### src/rtl/alu_pkg.sv
// Package: shared types for the bit-sliced ALU.
// Assumes: the slice result select is two bits wide and is decoded
// identically in every slice.
package alu_pkg;

    localparam int unsigned SEL_W = 2;

    typedef enum logic [SEL_W-1:0] {
        SEL_AND  = 2'd0,
        SEL_OR   = 2'd1,
        SEL_SUM  = 2'd2,
        SEL_LESS = 2'd3
    } slice_sel_e;

endpackage

### src/rtl/alu_slice.sv
// Module: alu_slice
// One bit of the ALU. It holds a full adder on (a, optionally inverted b,
// cin) and a four-way mux that picks AND, OR, sum or the less input.
// When IS_TOP is set, the slice also exports its raw sum bit as set_out.
// Otherwise set_out is tied low.
// Assumes: b_inv and sel are shared by every slice of the chain.
module alu_slice
    import alu_pkg::*;
#(
    parameter bit IS_TOP = 1'b0
) (
    input  logic       a,
    input  logic       b,
    input  logic       b_inv,
    input  logic       cin,
    input  logic       less,
    input  slice_sel_e sel,
    output logic       res,
    output logic       cout,
    output logic       set_out
);

    logic bx;
    logic sum;

    // Operand conditioning: optional complement of b.
    assign bx   = b ^ b_inv;

    // Full adder: sum and majority carry.
    assign sum  = a ^ bx ^ cin;
    assign cout = (a & bx) | (a & cin) | (bx & cin);

    // Result multiplexer driven by the shared select.
    always_comb begin
        unique case (sel)
            SEL_AND:  res = a & bx;
            SEL_OR:   res = a | bx;
            SEL_SUM:  res = sum;
            SEL_LESS: res = less;
            default:  res = 1'b0;
        endcase
    end

    // Only the most-significant slice drives the set feedback.
    generate
        if (IS_TOP) begin : g_set
            assign set_out = sum;
        end else begin : g_noset
            assign set_out = 1'b0;
        end
    endgenerate

endmodule

### src/rtl/alu_ripple.sv
// Module: alu_ripple
// Chains W slices through a ripple carry. It feeds the top slice's raw
// sum bit back into the less input of slice 0 and holds every other less
// input at 0. It exports the carry into and out of the top slice for the
// flag logic.
// Assumes: W >= 2.
module alu_ripple
    import alu_pkg::*;
#(
    parameter int unsigned W = 32
) (
    input  logic [W-1:0] a,
    input  logic [W-1:0] b,
    input  logic         b_inv,
    input  logic         cin,
    input  slice_sel_e   sel,
    output logic [W-1:0] res,
    output logic         msb_cin,
    output logic         msb_cout
);

    localparam int unsigned TOP = W - 1;

    logic         carry [0:W];
    logic [W-1:0] less_in;
    logic [W-1:0] set_bits;
    logic         set_fb;

    // Chain entry: the external carry enters slice 0.
    assign carry[0] = cin;

    // Only the top slice drives a nonzero set bit, so the OR is its value.
    assign set_fb = |set_bits;

    generate
        for (genvar i = 0; i < W; i++) begin : g_bit
            // Less routing: slice 0 gets the sign feedback, the rest get 0.
            if (i == 0) begin : g_lsb
                assign less_in[i] = set_fb;
            end else begin : g_other
                assign less_in[i] = 1'b0;
            end

            alu_slice #(
                .IS_TOP (i == TOP)
            ) u_slice (
                .a       (a[i]),
                .b       (b[i]),
                .b_inv   (b_inv),
                .cin     (carry[i]),
                .less    (less_in[i]),
                .sel     (sel),
                .res     (res[i]),
                .cout    (carry[i+1]),
                .set_out (set_bits[i])
            );
        end
    endgenerate

    // Top-slice carries for the overflow and carry-out flags.
    assign msb_cin  = carry[TOP];
    assign msb_cout = carry[W];

endmodule

### src/rtl/alu_flags.sv
// Module: alu_flags
// Derives the status flags from the chain. Overflow is the disagreement
// between the carries into and out of the top slice; zero is the NOR of
// the result bits.
// Assumes: the carries come from the top slice of the same chain.
module alu_flags #(
    parameter int unsigned W = 32
) (
    input  logic [W-1:0] res,
    input  logic         msb_cin,
    input  logic         msb_cout,
    output logic         ovf,
    output logic         zero
);

    // Signed overflow from the top-slice carry pair.
    assign ovf  = msb_cin ^ msb_cout;

    // Zero detect across the whole result.
    assign zero = ~|res;

endmodule

### src/rtl/bit_slice_alu.sv
// Module: bit_slice_alu
// Top of the combinational bit-sliced ALU. It casts the raw select to the
// slice type and ties the slice chain to the flag logic.
// Assumes: the controller sets carry_in=1 for subtract and set-less-than.
module bit_slice_alu
    import alu_pkg::*;
#(
    parameter int unsigned W = 32
) (
    input  logic [W-1:0]     opa,
    input  logic [W-1:0]     opb,
    input  logic             b_inv,
    input  logic             carry_in,
    input  logic [SEL_W-1:0] op_sel,
    output logic [W-1:0]     result,
    output logic             carry_out,
    output logic             overflow,
    output logic             zero
);

    slice_sel_e sel_e;
    logic       top_cin;
    logic       top_cout;

    // Select decode into the slice enum.
    assign sel_e = slice_sel_e'(op_sel);

    alu_ripple #(
        .W (W)
    ) u_chain (
        .a        (opa),
        .b        (opb),
        .b_inv    (b_inv),
        .cin      (carry_in),
        .sel      (sel_e),
        .res      (result),
        .msb_cin  (top_cin),
        .msb_cout (top_cout)
    );

    alu_flags #(
        .W (W)
    ) u_flags (
        .res      (result),
        .msb_cin  (top_cin),
        .msb_cout (top_cout),
        .ovf      (overflow),
        .zero     (zero)
    );

    // Carry out of the chain.
    assign carry_out = top_cout;

endmodule

### config.mk
export PLATFORM = sky130hd
export DESIGN_NAME = bit_slice_alu
export DESIGN_NICKNAME = d
export VERILOG_FILES = /design/src/rtl/alu_pkg.sv /design/src/rtl/alu_slice.sv /design/src/rtl/alu_ripple.sv /design/src/rtl/alu_flags.sv /design/src/rtl/bit_slice_alu.sv
export SDC_FILE = /design/constraint.sdc
export NUM_CORES = 1
export LEC_CHECK = 0
export ABC_AREA = 0
export BUFFER_PORTS_ARGS = -buffer_cell sky130_fd_sc_hd__buf_4
export CORE_MARGIN = 2
export CORE_UTILIZATION = 54
export DETAILED_ROUTE_END_ITERATION = 7
export GPL_ROUTABILITY_DRIVEN = 0
export PLACE_DENSITY = 0.88
export SYNTH_ARGS = -nofsm -noshare
export SYNTH_HDL_FRONTEND = slang
export SYNTH_SLANG_ARGS = --single-unit
### constraint.sdc
create_clock -name vclk -period 25.3
set_clock_uncertainty 0.1 [all_clocks]
set_input_delay 3.795 -clock vclk [all_inputs]
set_output_delay 3.795 -clock vclk [all_outputs]
set_load 0.02 [all_outputs]
# == Word-level counts from Yosys, hierarchy flattened ==
# Index checks and enable logic that the tools add are counted.
# W data, S select, Z words.
# classes
n_eq_ne,3
muxes,32
bitwise_logic,289
n_reduce_logical,3
# ops
operator,n
$pmux W1 S4,32
$xor A1 B1 Y1,97
$and A1 B1 Y1,96
$or A1 B1 Y1,96
$reduce_or A32 Y1,1
$eq A2 B2 Y1 const B,2
$eq A2 B1 Y1 const B,1
$logic_not A2 Y1,1
$logic_not A1 Y1,1
# word_totals
ff_bits,0
in_bits,68
out_inout_bits,35
word_cells,327

# == Depth between registers and ports, before layout ==
# Gate-level depths: netlist (run 1).
# depth
ltp_word,98
ltp_mapped,42
mapped_depth_nobuf,40

# == Hierarchy ==
# Synthesis (run 1) repeated with hierarchy kept, for this count alone.
# hier_totals
cells_unflattened,345
area_unflattened_um2,3323.2
# modules_own_cells
module,n_inst,cells_per_inst,area_per_inst_um2,seq_area_each_um2
alu_slice at u_chain.g_bit[0].u_slice ...,31,10,98.8,0.0
alu_slice at u_chain.g_bit[31].u_slice,1,11,98.8,0.0
alu_flags,1,12,81.3,0.0
alu_ripple,1,12,78.8,0.0

# == Worst setup path before layout (run 1) ==
# No wires, ideal clock.
# synth_timing
path_type,input to output
start,input b_inv
end,output zero
arrival_ps,17623
t_required_ps,21405
setup_slack_ps,3782
stages,41
path_buffers,2
path_cell_list,clkbuf_1 buf_2 xor2_1 inv_1 fa_1 inv_1 fa_1 fa_1 fa_1 fa_1 fa_1 fa_1 fa_1 fa_1 fa_1 fa_1 fa_1 fa_1 (+5 left out) fa_1 fa_1 fa_1 fa_1 fa_1 fa_1 fa_1 fa_1 fa_1 fa_1 fa_1 fa_1 fa_1 fa_1 mux4_2 nor4_2 nand4_1 nor2_1
# synth_via
elab_chain_len,98
elab_cells_between_ends,317
classes_between,32 x mux; 283 x bitwise; 2 x reduce/logical
# synth_rtl
element,line,source
from (decl),bit_slice_alu.sv:12,"input logic b_inv,"
$xor A1 B1 Y1,alu_slice.sv:27,assign bx = b ^ b_inv;
$and A1 B1 Y1,"alu_slice.sv:31, alu_slice.sv:36",
$or A1 B1 Y1 (2 in a row),alu_slice.sv:31,assign cout = (a & bx) | (a & cin) | (bx & cin);
$and A1 B1 Y1,alu_slice.sv:31,
$or A1 B1 Y1 (2 in a row),alu_slice.sv:31,
$and A1 B1 Y1,alu_slice.sv:31,
$or A1 B1 Y1 (2 in a row),alu_slice.sv:31,
$and A1 B1 Y1,alu_slice.sv:31,
(+78 left out),n/a,
$or A1 B1 Y1 (2 in a row),alu_slice.sv:31,
$and A1 B1 Y1,alu_slice.sv:31,
$or A1 B1 Y1 (2 in a row),alu_slice.sv:31,
$xor A1 B1 Y1,alu_slice.sv:30,assign sum = a ^ bx ^ cin;
$pmux W1 S4 *,alu_slice.sv:35,unique case (sel)
net u_chain.g_bit[0].u_slice.res,alu_slice.sv:18,"output logic res,"
$reduce_or A32 Y1 *,alu_flags.sv:20,assign zero = ~|res;
$logic_not A1 Y1 *,alu_flags.sv:20,
to (decl),bit_slice_alu.sv:18,output logic zero
# Mark *: on every way through the listed nets, which the timed path passes. The rest lies on a longest branch.

# == Worst setup path in the final report (run 1) ==
# layout_timing
start,input b_inv
end,output zero
# layout_via
elab_chain_len,98
elab_cells_between_ends,317
classes_between,32 x mux; 283 x bitwise; 2 x reduce/logical
# layout_rtl
element,line
$xor A1 B1 Y1,alu_slice.sv:27
$and A1 B1 Y1,"alu_slice.sv:31, alu_slice.sv:36"
$or A1 B1 Y1 (2 in a row),alu_slice.sv:31
$and A1 B1 Y1,alu_slice.sv:31
$or A1 B1 Y1 (2 in a row),alu_slice.sv:31
$and A1 B1 Y1,alu_slice.sv:31
$or A1 B1 Y1 (2 in a row),alu_slice.sv:31
$and A1 B1 Y1,alu_slice.sv:31
(+77 left out),n/a
$and A1 B1 Y1,alu_slice.sv:31
$or A1 B1 Y1 (2 in a row),alu_slice.sv:31
$and A1 B1 Y1,alu_slice.sv:31
$or A1 B1 Y1 (2 in a row),alu_slice.sv:31
$xor A1 B1 Y1,alu_slice.sv:30
$pmux W1 S4,alu_slice.sv:35
$reduce_or A32 Y1 *,alu_flags.sv:20
$logic_not A1 Y1 *,alu_flags.sv:20
# Mark *: on every way between the ends. The rest lies on a longest branch, timed or not.

==> results of run 1 <==
per-stage QoR:
step / hold WS [ps] / util
after floorplan: 7780 / -
after global placement: 7960 / 0.668
after detailed placement: 7970 / 0.668
after CTS: 7970 / 0.668
after global routing: 7980 / 0.668
final: 7980 / 0.668
Yosys cell counts:
cell type  number
ha_1           64
buf_4          35
nor2_1          1
nand4_1         2
mux2i_1        31
buf_6           4
inv_1          68
buf_2           5
nor4_1          7
fa_1           32
nor4_2          1
xor2_1         33
mux4_2          1
clkbuf_1        3
nand2b_2        1
o22ai_1        31
worst max-delay path: cells and delay by family:
| family | cells | cell delay (ps) |
|---|---|---|
| and+or+nand+nor | 3 | 490 |
| buffers and inverters | 4 | 750 |
| muxes | 1 | 520 |
| adders and majority gates | 32 | 12640 |
| xor gates and xnor gates | 1 | 180 |
cell type report:
class              count  share of cell area
inverters             68              0.0739
multi-input cells    204               0.677
repair buffers       103               0.224
well taps             70              0.0254
kinds of logic after synthesis:
group,count (synthesis),share of synthesized area
and+or+nand+nor,12,0.0277
buffers and inverters,115,0.204
muxes,32,0.113
xor gates and xnor gates,33,0.0984
AOI/OAI and AO/OA,31,0.0660
adders and majority gates,96,0.491
power by group through the flow:
stage,logic (mW),clock network [mW],registers (mW)
after floorplan,0.0689,0,0
after global placement,0.0895,0,0
after detailed placement,0.0941,0,0
after CTS,0.0944,0,0
after global routing,0.104,0,0
final,0.0937,0,0
cells in the final DEF (no fill, tap or decap), drive strengths merged:
cell type / synthesis / routed
nand2b: 1 / 1
inv: 68 / 68
o22ai: 31 / 31
ha: 64 / 64
fa: 32 / 32
mux4: 1 / 1
nor2: 1 / 1
nor4: 8 / 8
buf: 44 / 103
xor2: 33 / 33
nand4: 2 / 2
mux2i: 31 / 31
layer usage:
metal / up-vias / GRT usage / routed length [um]
met5: - / 0 / 0
met3: 4 / 0.0186 / 368
met1: 1069 / 0.262 / 2590
li1: 1076 / - / -
met2: 83 / 0.402 / 3440
met4: 0 / 0.0268 / 53
path summary, 6_finish.rpt:
path                     from   endpoint  slack (ps)  depth (start not counted)
worst max-delay path    b_inv       zero        3030                         41
worst min-delay path  opa[31]  carry_out        7980                          3
==> impl_metrics.csv, run 1 <==
group,metric,value,unit
placement,dp_slack,3050,ps
route,drtIter0Drc,128,
pwr,clkPwrFrac,0,
critical_path,cpMostUsedCell,"fa_1",
pwr,p_switching,0.0520,mW
floorplanning,num_rows,26,
critical_path,cpPeakStageDelay,520,ps
global_route,grt_pass1_wl,10400,um
sta,drv_slew,0,
synthesis,synth.largest_area_cell,"ha_1",
critical_path,worstPathRequired,21400,ps
sta,tns,0,ps
synthesis,synth_cell_types,16,
synthesis,synth.avg_cell_area,9.21,um^2
critical_path,critPathArrivalTime,18370,ps
global_route,grt_max_degree,34,
layout,area_growth,17.6,%
layout,drive_gt1_frac,0.283,
floorplanning,die_x,77.8,um
placement,hpwl,5360,um
critical_path,critPathKind,"input port to output port",
synthesis,synth_seq_area_share,0,
pwr,peakVddDrop,0.0000157,V
global_route,grt_pass1_vias,2303,
placement,dpl-instance-area,3450,um^2
sta,rsz0062_at_grt,"false",
pwr,power_frac_comb,1.000,
pwr,cellLeakagePower,1.97,nW
layout,n_antenna_cell,0,
placement,dp.cells,445,
route,drc,0,
layout,seq_cell_count,0,
synthesis,synth_warnings,0,
synthesis,synth_nets,483,
sta,finalHoldViolCount,0,
layout,fillers,415,
layout,multi_input_area,2340,um^2
layout,design_area,3450,um^2
route,viasPerCell,5.02,
layout,regArea,0,um^2
sta,finalCritPeriodShare,0.880,
pwr,p_sw_frac,0.555,
pwr,total_power,0.0937,mW
route,ant_nets,0,
global_route,grt_util_all_layers,0.211,
route,vias,2232,
floorplanning,core,5170,um^2
clock_network,cts_setup_buffers,0,
floorplanning,start_util,0.568,
route,wl_per_cell,14.5,um
synthesis,synthesis.area,2940,um^2
floorplanning,dieArea,6050,um^2
pwr,seqPwrFrac,0,
sta,setup_viol,0,
critical_path,slowest_stage,"mux4_2",
synthesis,postSynthCellCount,319,
sta,max_slew_margin,0.550,
clock_network,post_cts_resized,0,
critical_path,crit_path_max_fanout,32,
pwr,powerDensity,27.1,nW/um^2
sta,worst_slack,3030,ps
sta,timing.fmax,44.9,MHz
sta,tightest_slew,676,ps
synthesis,synth_top_area_share,0.273,
pwr,p_int,0.0417,mW
layout,final_nets,541,
layout,clock_buffers,0,
critical_path,critPathCaptureType,"output port",
synthesis,synthTopCellsByArea,"ha_1 27%, fa_1 22%, mux2i_1 11%, xor2_1 9.8%, buf_4 8.9%",
status,status,"completed",
global_route,overflow,0,
min_path,worstHoldPathType,"input port to output port",
global_route,antenna_found_initial,0,
layout,fin_cells,445,
critical_path,start_kind,"input port",
clock_network,holdBufCountCts,0,
route,postRouteWirelength,6450,um
floorplanning,boundaryPins,103,
floorplanning,die_h,77.8,um
sta,fin_crit,22270,ps
placement,portBuffers,103,
job,cap_violations,0,
route,drt_pass1_iterations,4,
Note: power is estimated with default switching activity, not from simulation.
==> inputs of run 2 (changes only) <==
--- a/config.mk
+++ b/config.mk
@@ -7,11 +7,14 @@
 export LEC_CHECK = 0
 export ABC_AREA = 0
 export BUFFER_PORTS_ARGS = -buffer_cell sky130_fd_sc_hd__buf_4
+export CAP_MARGIN = 30
 export CORE_MARGIN = 2
 export CORE_UTILIZATION = 54
 export DETAILED_ROUTE_END_ITERATION = 7
 export GPL_ROUTABILITY_DRIVEN = 0
 export PLACE_DENSITY = 0.88
+export REMOVE_ABC_BUFFERS = 1
+export SETUP_SLACK_MARGIN = 0.4
 export SYNTH_ARGS = -nofsm -noshare
 export SYNTH_HDL_FRONTEND = slang
 export SYNTH_SLANG_ARGS = --single-unit
==> run 2 against run 1 <==
  * Combinational power down 2%
  * Setup slack worse by 4.2 ps
  * Critical path depth is the same
  * Core utilization stayed put
  * Count of clock-buffer cells in the layout stayed put
  * Final area unchanged
  * Sequential share of layout area stayed put
  * Final cell count did not move
  * Die area did not move
  * Via count fell by 1.1%
  * Hold slack better by 11 ps
  * Critical path type unchanged
==> impl_metrics.csv, run 2 (synthesis gave the netlist of run 1 again) <==
group,metric,value,unit
status,status,"completed",
placement,dp_slack,3090,ps
global_route,grt_max_degree,34,
route,drtIter0Drc,52,
layout,fillers,431,
sta,worst_slack,3030,ps
sta,finalCritPeriodShare,0.880,
clock_network,holdBufCountCts,0,
layout,regArea,0,um^2
floorplanning,core,5170,um^2
layout,final_common_cell,"buf_4",
placement,dp.cells,445,
route,drt_pass1_iterations,4,
route,wl_per_cell,13.5,um
min_path,worstHoldPathType,"input port to output port",
sta,finalHoldViolCount,0,
route,vias,2207,
floorplanning,boundaryPins,103,
global_route,antenna_found_initial,0,
layout,n_antenna_cell,0,
route,ant_nets,0,
job,cap_violations,0,
global_route,overflow,0,
sta,max_slew_margin,0.545,
clock_network,cts_setup_buffers,0,
critical_path,worstPathRequired,21400,ps
critical_path,critPathBufInv,4,
min_path,min_path_cells,3,
min_path,min-delay-start,"opa[31]",
route,viasPerCell,4.96,
layout,seq_cell_count,0,
sta,drv_slew,0,
min_path,hold_end,"carry_out",
pwr,p_switching,0.0507,mW
sta,rsz0062_at_grt,"false",
pwr,p_sw_frac,0.552,
floorplanning,num_rows,26,
global_route,grt_pass1_vias,2359,
pwr,peakVddDrop,0.0000183,V
layout,final_cell_mix,"103 x buf_4, 68 x inv_1, 64 x ha_1, 33 x xor2_1, 32 x fa_1",
placement,hpwl,5040,um
placement,dpl-instance-area,3450,um^2
critical_path,slowest_stage,"mux4_2",
pwr,clkPwrFrac,0,
pwr,power_frac_comb,1.000,
critical_path,path_depth,41,
pwr,p_int,0.0413,mW
pwr,seqPwrFrac,0,
global_route,grt_util_all_layers,0.201,
critical_path,cpMostUsedCell,"fa_1",
sta,fin_crit,22270,ps
layout,final_util,0.668,
pwr,cellLeakagePower,1.97,nW
sta,holdWs,7990,ps
placement,portBuffers,103,
floorplanning,die_x,77.8,um
critical_path,crit_path_max_fanout,32,
floorplanning,dieArea,6050,um^2
layout,area_growth,17.6,%
route,postRouteWirelength,5990,um
layout,drive_gt1_frac,0.283,
sta,timing.fmax,44.9,MHz
route,drc,0,
pwr,powerDensity,26.6,nW/um^2
sta,tns,0,ps
layout,final_nets,541,
sta,tightest_slew,683,ps
layout,clock_buffers,0,
critical_path,critPathCaptureType,"output port",
layout,design_area,3450,um^2
critical_path,critPathKind,"input port to output port",
critical_path,critPathTopFamily,"adder cells",
floorplanning,die_h,77.8,um
clock_network,post_cts_resized,0,
floorplanning,start_util,0.568,
layout,fin_cells,445,
critical_path,cpPeakStageDelay,510,ps
pwr,total_power,0.0920,mW
sta,setup_viol,0,
critical_path,start_kind,"input port",
global_route,grt_pass1_wl,10200,um
critical_path,critPathArrivalTime,18380,ps
-- run 2: cell counts in the layout (fill, tap and decap cells not counted) --
No cell type changed its count.
-- run 2: final cells by class --
cell class                      instances  area (um^2)  area share
Multi-Input combinational cell        204         2340       0.677
Inverter                               68          255      0.0739
Tap cell                               70         87.6      0.0254
Timing Repair Buffer                  103          773       0.224
-- run 2: power by group through the flow --
stage	logic, mW	registers [mW]	clock network [mW]
2_1_floorplan	0.0542	0	0
3_3_place_gp	0.0891	0	0
3_5_place_dp	0.0928	0	0
4_1_cts	0.0930	0	0
5_1_grt	0.103	0	0
6_report	0.0920	0	0
-- run 2: routing by layer --
layer  GRT usage  wire, um  vias to the layer above
li1            -         -                     1081
met2       0.394      3180                       66
met3      0.0151       290                        8
met5           0         0                        -
met4      0.0179        70                        0
met1       0.244      2450                     1052
-- run 2: worst max-delay path by stage --
stage                     start   end
after floorplan           b_inv  zero
after global placement    b_inv  zero
after detailed placement  b_inv  zero
after CTS                 b_inv  zero
after global routing      b_inv  zero
final                     b_inv  zero
